===== src/rtl/i2c_mem_pkg.sv =====
package i2c_mem_pkg;
    localparam int SEL_W = 3;
    localparam logic [3:0] DEV_TYPE = 4'b1010;

    typedef enum logic [2:0] {
        ST_IDLE = 3'd0,
        ST_DEV  = 3'd1,
        ST_AHI  = 3'd2,
        ST_ALO  = 3'd3,
        ST_WR   = 3'd4,
        ST_RD   = 3'd5
    } tgt_state_e;
endpackage


===== src/rtl/i2c_line_sync.sv =====
module i2c_line_sync #(
    parameter int W      = 2,
    parameter int STAGES = 2
) (
    input  logic         clk,
    input  logic         rst_n,
    input  logic [W-1:0] d_i,
    output logic [W-1:0] q_o
);
    logic [STAGES-1:0][W-1:0] stg_q;

    // lines idle high, so reset to ones
    always_ff @(posedge clk or negedge rst_n) begin
        if (!rst_n) stg_q <= '1;
        else        stg_q <= {stg_q[STAGES-2:0], d_i};
    end

    assign q_o = stg_q[STAGES-1];
endmodule


===== src/rtl/i2c_bus_events.sv =====
module i2c_bus_events (
    input  logic clk,
    input  logic rst_n,
    input  logic scl_s,
    input  logic sda_s,
    output logic scl_rise,
    output logic scl_fall,
    output logic start_ev,
    output logic stop_ev
);
    logic scl_q, sda_q;

    always_ff @(posedge clk or negedge rst_n) begin
        if (!rst_n) begin
            scl_q <= 1'b1;
            sda_q <= 1'b1;
        end else begin
            scl_q <= scl_s;
            sda_q <= sda_s;
        end
    end

    assign scl_rise = scl_s & ~scl_q;
    assign scl_fall = ~scl_s & scl_q;
    assign start_ev = scl_s & scl_q & sda_q & ~sda_s;
    assign stop_ev  = scl_s & scl_q & ~sda_q & sda_s;
endmodule


===== src/rtl/i2c_dev_match.sv =====
module i2c_dev_match
    import i2c_mem_pkg::*;
(
    input  logic [7:0]       byte_i,
    input  logic [SEL_W-1:0] sel_i,
    output logic             hit_o,
    output logic             rd_o
);
    assign hit_o = (byte_i[7:SEL_W+1] == DEV_TYPE) && (byte_i[SEL_W:1] == sel_i);
    assign rd_o  = byte_i[0];
endmodule


===== src/rtl/i2c_mem_target.sv =====
module i2c_mem_target
    import i2c_mem_pkg::*;
#(
    parameter int AW          = 15,
    parameter int SYNC_STAGES = 2
) (
    input  logic             clk,
    input  logic             rst_n,
    input  logic             scl_i,
    input  logic             sda_i,
    input  logic [SEL_W-1:0] sel_i,
    output logic             sda_oe_o,
    output logic [AW-1:0]    mem_addr_o,
    output logic             mem_wr_o,
    output logic [7:0]       mem_wdata_o,
    output logic             mem_rd_o,
    input  logic [7:0]       mem_rdata_i
);
    localparam int HI_W = AW - 8;

    typedef struct packed {
        tgt_state_e    st;
        logic [3:0]    bcnt;
        logic          in_ack;
        logic          dev_ack;
        logic [7:0]    sh;
        logic [7:0]    txb;
        logic          oe;
        logic [AW-1:0] ptr;
        logic [AW-1:0] maddr;
        logic [7:0]    wdata;
        logic          wr;
        logic          rd;
        logic          rdv;
    } regs_t;

    logic [1:0] sync_s;
    logic       scl_s, sda_s;
    logic       scl_rise, scl_fall, start_ev, stop_ev;
    logic       dev_hit, dev_rd;
    regs_t      q, d;

    i2c_line_sync #(.W(2), .STAGES(SYNC_STAGES)) u_sync (
        .clk   (clk),
        .rst_n (rst_n),
        .d_i   ({scl_i, sda_i}),
        .q_o   (sync_s)
    );
    assign scl_s = sync_s[1];
    assign sda_s = sync_s[0];

    i2c_bus_events u_evt (
        .clk      (clk),
        .rst_n    (rst_n),
        .scl_s    (scl_s),
        .sda_s    (sda_s),
        .scl_rise (scl_rise),
        .scl_fall (scl_fall),
        .start_ev (start_ev),
        .stop_ev  (stop_ev)
    );

    i2c_dev_match u_match (
        .byte_i (q.sh),
        .sel_i  (sel_i),
        .hit_o  (dev_hit),
        .rd_o   (dev_rd)
    );

    always_comb begin
        d     = q;
        d.wr  = 1'b0;
        d.rd  = 1'b0;
        d.rdv = q.rd;
        if (q.rdv) d.txb = mem_rdata_i;

        if (start_ev) begin
            d.st      = ST_DEV;
            d.bcnt    = '0;
            d.in_ack  = 1'b0;
            d.dev_ack = 1'b0;
            d.oe      = 1'b0;
        end else if (stop_ev) begin
            d.st      = ST_IDLE;
            d.bcnt    = '0;
            d.in_ack  = 1'b0;
            d.dev_ack = 1'b0;
            d.oe      = 1'b0;
        end else if (q.st != ST_IDLE) begin
            if (scl_rise) begin
                if (!q.in_ack) begin
                    d.bcnt = q.bcnt + 4'd1;
                    if (q.st != ST_RD) d.sh = {q.sh[6:0], sda_s};
                end else if (q.st == ST_RD && !q.dev_ack) begin
                    // host acknowledge slot of a read byte
                    if (sda_s) begin
                        d.st     = ST_IDLE;
                        d.in_ack = 1'b0;
                    end else begin
                        d.rd    = 1'b1;
                        d.maddr = q.ptr;
                        d.ptr   = q.ptr + 1'b1;
                    end
                end
            end else if (scl_fall) begin
                if (q.in_ack) begin
                    d.in_ack  = 1'b0;
                    d.dev_ack = 1'b0;
                    d.bcnt    = '0;
                    if (q.st == ST_RD) begin
                        d.oe = ~q.txb[7];
                        d.sh = {q.txb[6:0], 1'b0};
                    end else begin
                        d.oe = 1'b0;
                    end
                end else if (q.bcnt == 4'd8) begin
                    if (q.st == ST_RD) begin
                        d.oe      = 1'b0;
                        d.in_ack  = 1'b1;
                        d.dev_ack = 1'b0;
                    end else begin
                        d.in_ack  = 1'b1;
                        d.dev_ack = 1'b1;
                        d.oe      = 1'b1;
                        unique case (q.st)
                            ST_DEV: begin
                                if (!dev_hit) begin
                                    d.st      = ST_IDLE;
                                    d.oe      = 1'b0;
                                    d.in_ack  = 1'b0;
                                    d.dev_ack = 1'b0;
                                end else if (dev_rd) begin
                                    d.st    = ST_RD;
                                    d.rd    = 1'b1;
                                    d.maddr = q.ptr;
                                    d.ptr   = q.ptr + 1'b1;
                                end else begin
                                    d.st = ST_AHI;
                                end
                            end
                            ST_AHI: begin
                                d.ptr[AW-1:8] = q.sh[HI_W-1:0];
                                d.st          = ST_ALO;
                            end
                            ST_ALO: begin
                                d.ptr[7:0] = q.sh;
                                d.st       = ST_WR;
                            end
                            ST_WR: begin
                                d.wr    = 1'b1;
                                d.maddr = q.ptr;
                                d.wdata = q.sh;
                                d.ptr   = q.ptr + 1'b1;
                            end
                            default: ;
                        endcase
                    end
                end else if (q.st == ST_RD) begin
                    d.oe = ~q.sh[7];
                    d.sh = {q.sh[6:0], 1'b0};
                end
            end
        end
    end

    always_ff @(posedge clk or negedge rst_n) begin
        if (!rst_n) q <= '0;
        else        q <= d;
    end

    assign sda_oe_o    = q.oe;
    assign mem_addr_o  = q.maddr;
    assign mem_wr_o    = q.wr;
    assign mem_wdata_o = q.wdata;
    assign mem_rd_o    = q.rd;
endmodule


===== config.mk =====
export PLATFORM = sky130hd
export DESIGN_NAME = i2c_mem_target
export DESIGN_NICKNAME = d
export VERILOG_FILES = /design/src/rtl/i2c_mem_pkg.sv /design/src/rtl/i2c_line_sync.sv /design/src/rtl/i2c_bus_events.sv /design/src/rtl/i2c_dev_match.sv /design/src/rtl/i2c_mem_target.sv
export SDC_FILE = /design/constraint.sdc
export NUM_CORES = 1
export LEC_CHECK = 0
export ABC_AREA = 1
export BUFFER_PORTS_ARGS = -buffer_cell sky130_fd_sc_hd__buf_2
export CAP_MARGIN = 20
export CORE_MARGIN = 2
export CORE_UTILIZATION = 50
export DETAILED_ROUTE_END_ITERATION = 8
export GPL_TIMING_DRIVEN = 1
export PLACE_DENSITY = 0.67
export SETUP_SLACK_MARGIN = 0.15
export SYNTH_ARGS = -nofsm -noshare
export SYNTH_HDL_FRONTEND = slang
export SYNTH_SLANG_ARGS = --single-unit
export TNS_END_PERCENT = 5

===== constraint.sdc =====
create_clock -name clk -period 2.2 [get_ports clk]
set_input_delay 0.44 -clock clk [delete_from_list [all_inputs] [get_ports clk]]
set_output_delay 0.44 -clock clk [all_outputs]
set_load 0.02 [all_outputs]

==> run_results.csv <==
group,metric,value,unit
status,outcome,"completed",
worst_setup_path,cp_slowest_stage_delay,0.55,ns
die,num_io_pins,41,
clocking,holdBufCountCts,0,
global_route,use_met3,4.22,%
finish,nNetsFinal,648,
worst_setup_path,crit_top_cell,"nand2_1",
clocking,root_buffer,"clkbuf_8",
global_route,global_route.peak_usage_layer,"met2",
clocking,h-tree-depth,3,
finish,multi_input_area,2180,sq um
global_route,grt_max_degree,31,
timing,finalSetupViolations,0,
flow_run,maxCapViolCount,0,
finish,n_antenna_cell,0,
global_route,grt_pass1_wl,17.0,mm
timing,tightest_slew,0.583,ns
finish,layout-drive-gt1-share,20.9,%
clocking,numCtsBuffers,9,
logic_synthesis,yosys_warnings,0,
worst_setup_path,path_cells,"inv_1 -> ha_4 -> inv_4 -> nand3_2 -> nor2_4 -> nand2_2 -> nand2_4 -> nand2_1 -> o21ai_0 -> nand2_1 -> nand2_1",
placement,numPortBuffers,40,
logic_synthesis,syn_inst,602,
route,drtIter0Drc,151,
clocking,numClockSinks,73,
route,vias,3812,
die,die_w,98.3,microns
die,coreArea,8680,sq um
timing,fmax,0.516,GHz
worst_setup_path,crit_family,"simple AND/OR/NAND/NOR gates",
finish,regArea,1830,sq um
placement,place.detailed.hpwl,7.42,mm
worst_setup_path,cp_max_fo,10,
logic_synthesis,ys_ff_latch,73,
timing,rsz0062_at_grt,"yes",
finish,stdcell_area,4880,sq um
finish,postLayoutCoreUtil,56.3,%
timing,hold_violations,0,
finish,nFillCells,848,
power_and_ir_drop,p_per_area,821,nW/um^2
logic_synthesis,syn_nets,623,
power_and_ir_drop,leakagePower,2.57,nW
logic_synthesis,seq_area_frac_synth,41.3,%
clocking,cts_tree,"built",
global_route,grt_util_met2,34.4,%
logic_synthesis,synth_edf_count,0,
route,ant_nets,0,
worst_setup_path,critPathBufInv,2,
global_route,overflow,0,
clocking,path_clk_slew,0.09,ns
global_route,grt.met1_usage,29.4,%
placement,gp_congestion,0.919,
finish,area_growth,9.88,%
route,routedWlPerCell,13.4,microns
route,wl,9.94,mm
placement,placed_cell_area,4620,sq um
die,initial_core_util,51.2,%
timing,fin_crit_sh,88.1,%
die,placementRows,34,
worst_setup_path,critPathRequiredTime,2.51,ns
timing,finalMaxSlewViolations,0,
power_and_ir_drop,p_total,0.00401,W
power_and_ir_drop,ir_worst_vdd,0.469,mV
timing,timing.final.ws_setup,0.263,ns
worst_setup_path,cp_slowest_cell,"dfstp_2",
timing,relSlewSlack,61.1,%
worst_setup_path,cp.arrival,2.24,ns
logic_synthesis,netlist_area,4450,sq um
die,dieArea,9660,sq um
timing,fin_worst_skew,0.00981,ns
logic_synthesis,synth_area_per_cell,7.38,sq um
logic_synthesis,synth_cell_types,31,
logic_synthesis,async_flop_share,100,%
worst_setup_path,start_kind,"flop",
timing,finalCriticalPeriod,1.94,ns
worst_setup_path,end_kind,"flop",
route,drc,0,
logic_synthesis,synth_top_flop_cell,"dfrtp_1",
timing,finalSetupTns,0,ns
worst_hold_path,hp-class,"input port to asynchronous set/reset pin",
global_route,grt_pass1_vias,3617,
clocking,insertion_delay,0.36,ns
route,vias_per_cell,5.15,
worst_setup_path,critPathKind,"flop to flop",
placement,post-place-ws,0.167,ns
die,die_y,98.3,microns
route,drtPass1Iterations,5,
global_route,antenna_found_initial,0,
global_route,grt_usage,21.6,%
clocking,cts.path.max_buffers,2,
## synthesized netlist by cell type (3+ instances only)
library cell,count,area share (%)
nand2_1,219,18
dfrtp_1,67,38
inv_1,53,4.5
nor2_1,49,4.1
nand3_1,44,5.0
o21ai_0,30,3.4
buf_4,24,4.1
a21oi_1,13,1.5
nand4_1,9,1.3
inv_2,8,0.68
mux2_2,8,2.0
o21ai_1,8,0.90
o21ai_2,8,1.6
xor2_1,7,1.4
dfstp_2,6,3.5
ha_1,6,1.7
buf_2,5,0.56
nand2_2,5,0.70
nand3_2,5,1.1
nor2_2,5,0.70
nor2_4,4,1.0
buf_6,3,0.76
clkbuf_1,3,0.25
nand2_4,3,0.76
nor2_8,3,1.4
## cells by family (layout without fill, tap and decap cells)
logic type | Yosys count | count (layout) | synth area share (%)
xor+xnor | 7 | 7 | 1.38
compound gates | 60 | 60 | 7.46
flops | 73 | 73 | 41.3
fa+ha+maj | 6 | 6 | 1.69
simple gates | 349 | 349 | 35.0
buf+inv | 99 | 129 | 11.2
mux | 8 | 8 | 2.03
## worst paths after layout
check | depth (start not counted) | slack, ns | endpoint | startpoint
max in group asynchronous | 2 | 1.56 | q[61]$_DFFE_PN0P_ | rst_n
min in group clk | 1 | 0.17 | u_sync.stg_q[0]$_DFF_PN1_ | sda_i
min reg2reg | 0 | 0.36 | u_sync.q_o[0]$_DFF_PN1_ | u_sync.stg_q[0]$_DFF_PN1_
max | 11 | 0.26 | q[31]$_DFFE_PN0P_ | u_evt.scl_q$_DFF_PN1_
max reg2reg | 11 | 0.26 | q[31]$_DFFE_PN0P_ | u_evt.scl_q$_DFF_PN1_
min | 1 | 0.07 | mem_addr_o[2]$_DFFE_PN0P_ | rst_n
## metrics by stage
stage / cells / hold WS (ns)
finish: 740 / 0.0651
global route: 740 / 0.0956
CTS: 739 / 0.0821
detailed placement: 723 / 0.349
global placement: 723 / 0.346
floorplan: 602 / 0.144
## per-layer routing
metal,share of wire (%),vias to the layer above
li1,-,1923
met1,46,1753
met2,47,114
met3,4.9,22
met4,2.4,0
met5,0,-
## cell type report
type | instances | area share, %
multi-input combinational | 430 | 44.6
clock inverter | 7 | 1.36
clock buffer | 9 | 2.54
sequential | 73 | 37.6
timing repair buffer | 49 | 6.07
tap | 108 | 2.77
inverter | 64 | 5.10
## power by group
part           switching (W)  leakage [nW]  internal, W
registers           0.000200         0.974      0.00148
clock network       0.000600        0.0991     0.000443
logic               0.000881          1.49     0.000411
total                0.00168          2.57      0.00233
## placed cells by master, fill, tap and decap left out, drive strengths merged
master,netlist,layout
nand3b,1,1
clkinv,1,2
clkbuf,3,9
dfstp,6,6
o21ai,46,46
o22ai,1,1
nor4,1,1
inv,63,69
dfrtp,67,67
nand4,9,9
nand2,227,227
nand3,49,49
nor3,1,1
xor2,7,7
ha,6,6
a21oi,13,13
buf,32,49
mux2,8,8
nor2,61,61
## state kept, by name, summed over array words and instances, names as in the netlist
name / count
u_evt.sda_q: 1
mem_addr_o: 15
q: 41
u_evt.scl_q: 1
u_sync.stg_q: 2
mem_wdata_o: 8
sda_oe_o: 1
mem_wr_o: 1
mem_rd_o: 1
u_sync.q_o: 2
## what timing repair did
item | in CTS | in global routing
setup endpoints to repair | 9 | 39
cloned | 0 | 0
setup buffers | 0 | 1
pin swaps | 0 | 4
resized for setup | 1 | 16
(Power assumes the default switching activity.)
